**src/rtl/vpc_pkg.sv**
```systemverilog
package vpc_pkg;

    localparam logic [2:0] SYM_DRV0   = 3'd0;
    localparam logic [2:0] SYM_DRV1   = 3'd1;
    localparam logic [2:0] SYM_EXP_LO = 3'd2;
    localparam logic [2:0] SYM_EXP_HI = 3'd3;
    localparam logic [2:0] SYM_EXP_HZ = 3'd4;
    localparam logic [2:0] SYM_IGNORE = 3'd7;

    typedef enum logic {
        ST_IDLE = 1'b0,
        ST_RUN  = 1'b1
    } cyc_state_t;

endpackage

```
**src/rtl/vpc_cycle_fsm.sv**
```systemverilog
module vpc_cycle_fsm
    import vpc_pkg::*;
#(
    parameter int CNT_W = 8
) (
    input  logic             clk,
    input  logic             rst_n,
    input  logic             vec_valid,
    input  logic [CNT_W-1:0] cyc_len,
    input  logic [CNT_W-1:0] strobe_at,
    output logic             vec_ready,
    output logic             take,
    output logic             strobe,
    output logic             release_pins
);

    cyc_state_t       state_q, state_d;
    logic [CNT_W-1:0] tick_q, tick_d;
    logic             last_tick;

    assign last_tick = (tick_q == cyc_len - 1'b1);

    always_ff @(posedge clk or negedge rst_n) begin
        if (!rst_n) begin
            state_q <= ST_IDLE;
            tick_q  <= '0;
        end else begin
            state_q <= state_d;
            tick_q  <= tick_d;
        end
    end

    always_comb begin
        state_d      = state_q;
        tick_d       = tick_q;
        vec_ready    = 1'b0;
        take         = 1'b0;
        strobe       = 1'b0;
        release_pins = 1'b0;
        unique case (state_q)
            ST_IDLE: begin
                vec_ready = 1'b1;
                take      = vec_valid;
                if (vec_valid) begin
                    state_d = ST_RUN;
                    tick_d  = '0;
                end
            end
            ST_RUN: begin
                strobe = (tick_q == strobe_at);
                if (last_tick) begin
                    vec_ready = 1'b1;
                    take      = vec_valid;
                    tick_d    = '0;
                    if (!vec_valid) begin
                        state_d      = ST_IDLE;
                        release_pins = 1'b1;
                    end
                end else begin
                    tick_d = tick_q + 1'b1;
                end
            end
            default: state_d = ST_IDLE;
        endcase
    end

endmodule

```
**config.mk**
```make
export PLATFORM = sky130hd
export DESIGN_NAME = vpc_cycle_fsm
export DESIGN_NICKNAME = d
export VERILOG_FILES = /design/src/rtl/vpc_pkg.sv /design/src/rtl/vpc_cycle_fsm.sv
export SDC_FILE = /design/constraint.sdc
export NUM_CORES = 1
export LEC_CHECK = 0
export ABC_AREA = 1
export ABC_CLOCK_PERIOD_IN_PS = 1950
export CORE_MARGIN = 4
export CORE_UTILIZATION = 43
export DETAILED_ROUTE_END_ITERATION = 12
export DONT_BUFFER_PORTS = 1
export MAX_ROUTING_LAYER = met4
export SLEW_MARGIN = 20
export SYNTH_ARGS = -nofsm -noshare
export SYNTH_HDL_FRONTEND = slang
export SYNTH_SLANG_ARGS = --single-unit
```
**constraint.sdc**
```tcl
create_clock -name clk -period 1.95 [get_ports clk]
set_clock_uncertainty 0.1 [all_clocks]
set_input_delay 0.195 -clock clk [delete_from_list [all_inputs] [get_ports clk]]
set_output_delay 0.195 -clock clk [all_outputs]
set_load 0.01 [all_outputs]
```
Word-level counts from Yosys, hierarchy flattened
Index checks and enable logic that the tools add are counted.
Word-level totals
  register bits: 9
  output and inout port bits: 4
  word-level logic and storage cells: 22
Cells by class
  $add $sub $neg: 2
  equal/unequal tests: 3
  mux-type cells: 14
  bitwise gates (word level): 1
Operator list (number)
  $eq A8 B8 Y1: 2
  $mux W8: 2
  $pmux W8 S2: 1
  $add A8 B1 Y8 const B: 1
  $mux W1: 8
  $sub A8 B1 Y8 const B: 1
  $pmux W1 S2: 3
  $ne A2 B2 Y1 const B: 1
  $not A1 Y1: 1

Longest topological paths before layout
  depth after elaboration: 4
  gate-level depth with buffers: 13
  mapped depth without buffers: 12

Worst setup path before layout
OpenSTA, ideal clock, no wires.
  kind: input to output
  from: in cyc_len[0]
  to: out release_pins
  arrival: 1331 ps
  data required time: 1655 ps
  slack: 324 ps
  cell stages on the path: 12
  path buffers: 1
  cell sequence: inv_1 ha_1 inv_1 nand2_1 nand2_1 nand2_1 nor2_1 nand3_1 nor2_1 nand2_1 buf_6 nor2_1
On the way
  cells in the longest elaborated chain, start to end: 4
Ends and longest elaborated chain
  from (decl): line vpc_cycle_fsm.sv:9  | input logic [CNT_W-1:0] cyc_len,
  $sub A8 B1 Y8: line vpc_cycle_fsm.sv:21  | assign last_tick = (tick_q == cyc_len - 1'b1);
  $eq A8 B8 Y1: line vpc_cycle_fsm.sv:21
  $mux W1: line vpc_cycle_fsm.sv:51  | if (last_tick) begin
  $mux W1: line vpc_cycle_fsm.sv:40  | unique case (state_q)
  to (decl): line vpc_cycle_fsm.sv:14  | output logic release_pins
Every way passes these cells.

Worst setup path after layout
  from: reg tick_q[7]
  to: out take
On the way
  cells in the longest elaborated chain, start to end: 3
Ends and longest elaborated chain
  from (decl): line vpc_cycle_fsm.sv:18  | logic [CNT_W-1:0] tick_q, tick_d;
  from (signal assigned): line vpc_cycle_fsm.sv:29  | tick_q <= tick_d;
  $eq A8 B8 Y1: line vpc_cycle_fsm.sv:21
  $mux W1: line vpc_cycle_fsm.sv:51
  $pmux W1 S2: line vpc_cycle_fsm.sv:40
  to (decl): line vpc_cycle_fsm.sv:12  | output logic take,
Every way passes these cells.

==> out/metrics.cfg <==
[cts]
worst_setup_hold_path_clk_slew_ps=60
numCtsBuffers=3
clockRootBuffer=clkbuf_4
clock_tree.htree_level_count=1
cts-root-to-sink-buffers=2
clk_latency_ps=270
tritoncts_num_sinks=9
cts_tree=yes

[yosys]
yosys.area.top_type=dfrtp_1
post-synth-top-count-cell=nand2_1
seq_area_frac_synth=0.250
synth_mux_area_frac=0
primary_ff_master_synth=dfrtp_1
synth_xor_xnor_area_share=0.136
ys.warnings.count=0
synth-edff-count=0
synth_area_um2=902
yosys-top-cells-area=dfrtp_1 25%, nand2_1 19%, nand3_1 8.9%
complex_gate_fraction_of_the_synthesized_area=0.0763
syn_area_per_cell_um2=6.31
synth_largest_type_area_fraction=0.250
asyncSetResetFlopFracSynth=1.00
net_count_of_the_mapped_netlist=164
synth.distinct_cells=24
largest_family_of_logic_cells_by_synthesized_area=simple AND/OR/NAND/NOR gates
yosys.area_share.simple=0.384
synthTopCellsByCount=46 x nand2_1, 20 x inv_1, 17 x nor2_1
yosys_register_bits=9
synthCells=143
synth_fa_ha_area_frac=0.0277

[critical_path]
worstReg2RegStart=tick_q[7]$_DFFE_PN0P_
timing.critical_path.buf_inv=0
cp_endpoint_kind=output pin
sort_of_element_at_the_start_of_the_critical_path=flip-flop
startpoint=tick_q[7]$_DFFE_PN0P_
cp_slowest_stage_delay_ps=440
data_required_critical_path_ps=1650
critical_path_arrival_ps=1530
setup.worst_path.class=flip-flop to output pin
worst_path_dominant_cell_family=flip-flops
worst-path-max-fanout=5
crit_path_top_delay_cell=dfrtp_2
ordered_cell_list_for_the_critical_path=xor2_2 > o21ai_1 > nand3_1 > nor2_1 > nand2_2 > a21oi_4

[power]
p_leak_uw=0.000537
p_total_uw=1180
power_per_cell_area_nw_per_um2=1140
vdd_drop_max_v=0.000669

[final_layout]
final-instance-count-excl-fill=181
final.fill_count=197
synthesis_to_layout_area_growth_pct=15.1
drive_above_1_share=0.162
antenna-diode-count=0
area.sequential_um2=231
layout.nets=176
multi_input_comb_area_um2=578
layout.cell_area.non_filler_um2=1040

[grt]
maximum_number_of_pins_on_one_net_before_global_route_repair=14
global_routing_usage_on_met1=0.246
gr-usage-met2=0.294
initial_antenna_violation_count=0
grt_overflow=0
grt_first_pass_wirelength_um=3840
global_route.peak_usage_layer=met2
grt_pass1_vias=843
grt_use_met3=0.0166
groute.usage.overall=0.191

[placed_design]
place_congestion=0.789
placed_area_um2=908
dp_hpwl_um=1660
placedCellCount=167
numPortBuffers=0

[floorplan]
core-area_um2=1980
pin_count=23
die-height_um=53.8
die-area_um2=2890
die_w_um=53.8
start_util=0.455
floorplan.rows=16

[detailed_routing]
detail_route.first_pass.iterations=4
drt-wirelength-per-cell_um=12.1
post_drt_via_cell_ratio=5.07
ant_nets=0
1st_iter_drt_viols=25
drt_drc_violations_left=0
drt-total-wl_um=2190
routed-via-count=918

[timing]
pin_slew_with_the_least_headroom_to_its_limit_ps=546
timing.final.crit_share=0.937
post-route-min-period_ps=1830
whs_ps=99.4
clock.fmax_mhz=547
final-setup-viol-count=0
totalNegativeSetupSlack_ps=0
maxSlewViolCount=0
worst_slew_margin_rel=0.635
report.final.hold_viol_count=0

[outcome]
run_status=complete, no violations

[min_path]
hold_path.startpoint=vec_valid
hp-class=input pin to flip-flop

[run]
total_of_max_cap_violations=0

-- tightest hold or removal path: stages --
cell and delay [ps]:
nor2_1 110, nand2_1 90, nand2_1 40
-- cells in the final DEF, fill, tap and decap left out --
master,netlist,final
nand2_1,46,45
inv_1,20,19
nand3_1,16,16
nor2_1,17,15
buf_4,0,9
xor2_1,9,8
xnor2_1,5,5
dfrtp_2,0,5
dfrtp_1,9,4
clkbuf_4,0,3
nand2_2,1,2
a21oi_1,2,2
nor2_2,0,2
o22ai_1,2,2
nor3_1,2,2
ha_1,2,2
dlygate4sd3_1,0,2
nand3b_1,1,1
inv_2,1,1
inv_4,0,1
xor2_2,0,1
o21ai_1,0,1
a21oi_4,1,1
o2111ai_1,1,1
a221oi_1,1,1
a211oi_1,1,1
nand4_1,1,1
clkbuf_1,0,1
-- where the power goes --
part           total [uW]  internal [uW]  switching [uW]
logic                 657            314             343
clock network         149           79.2            69.7
registers             378            272             106
-- cell type report --
| class | count | area share |
|---|---|---|
| tap | 27 | 0.0325 |
| clock buffer | 4 | 0.0253 |
| sequential | 9 | 0.223 |
| multi-input combinational | 109 | 0.557 |
| timing repair buffer | 11 | 0.0843 |
| inverter | 21 | 0.0783 |
-- final timing paths --
path,endpoint,slack [ps],depth (start not counted)
min in group asynchronous,tick_q[3]$_DFFE_PN0P_,200,1
max reg2reg,tick_q[3]$_DFFE_PN0P_,250,9
max in group asynchronous,tick_q[0]$_DFFE_PN0P_,1230,1
min reg2reg,tick_q[7]$_DFFE_PN0P_,460,2
max,take,120,6
min,tick_q[4]$_DFFE_PN0P_,100,3
-- per-layer routing --
metal  vias up  routed length [um]
met3         9                 137
li1        468                   -
met2        36                1050
met4         0                  58
met1       405                 944
met5         -                   0
-- state kept, by name, indices dropped and copies added (netlist names) --
| register | cells |
|---|---|
| state_q | 1 |
| tick_q | 8 |
-- per-stage QoR --
| stage | util | setup WS, ps |
|---|---|---|
| floorplan | - | 324 |
| global placement | 0.458 | 78.0 |
| detailed placement | 0.458 | 35.8 |
| CTS | 0.492 | 91.7 |
| global route | 0.524 | -0.792 |
| finish | 0.524 | 122 |
-- kinds of logic after synthesis --
kind of cell             Yosys count
buffers and inverters             25
adder cells (fa/ha/maj)            2
AND/OR/NAND/NOR                   84
flip-flops                         9
XOR/XNOR                          14
AO/OA/AOI/OAI                      9
-- repair_timing --
action / in CTS / in global routing
pin swaps: 1 / 3
hold buffers: 2 / 0
setup endpoints to repair: 3 / 3
gates resized for setup: 2 / 10
setup buffers: 2 / 6
hold endpoints to repair: 10 / 0
(Power assumes the default switching activity.)
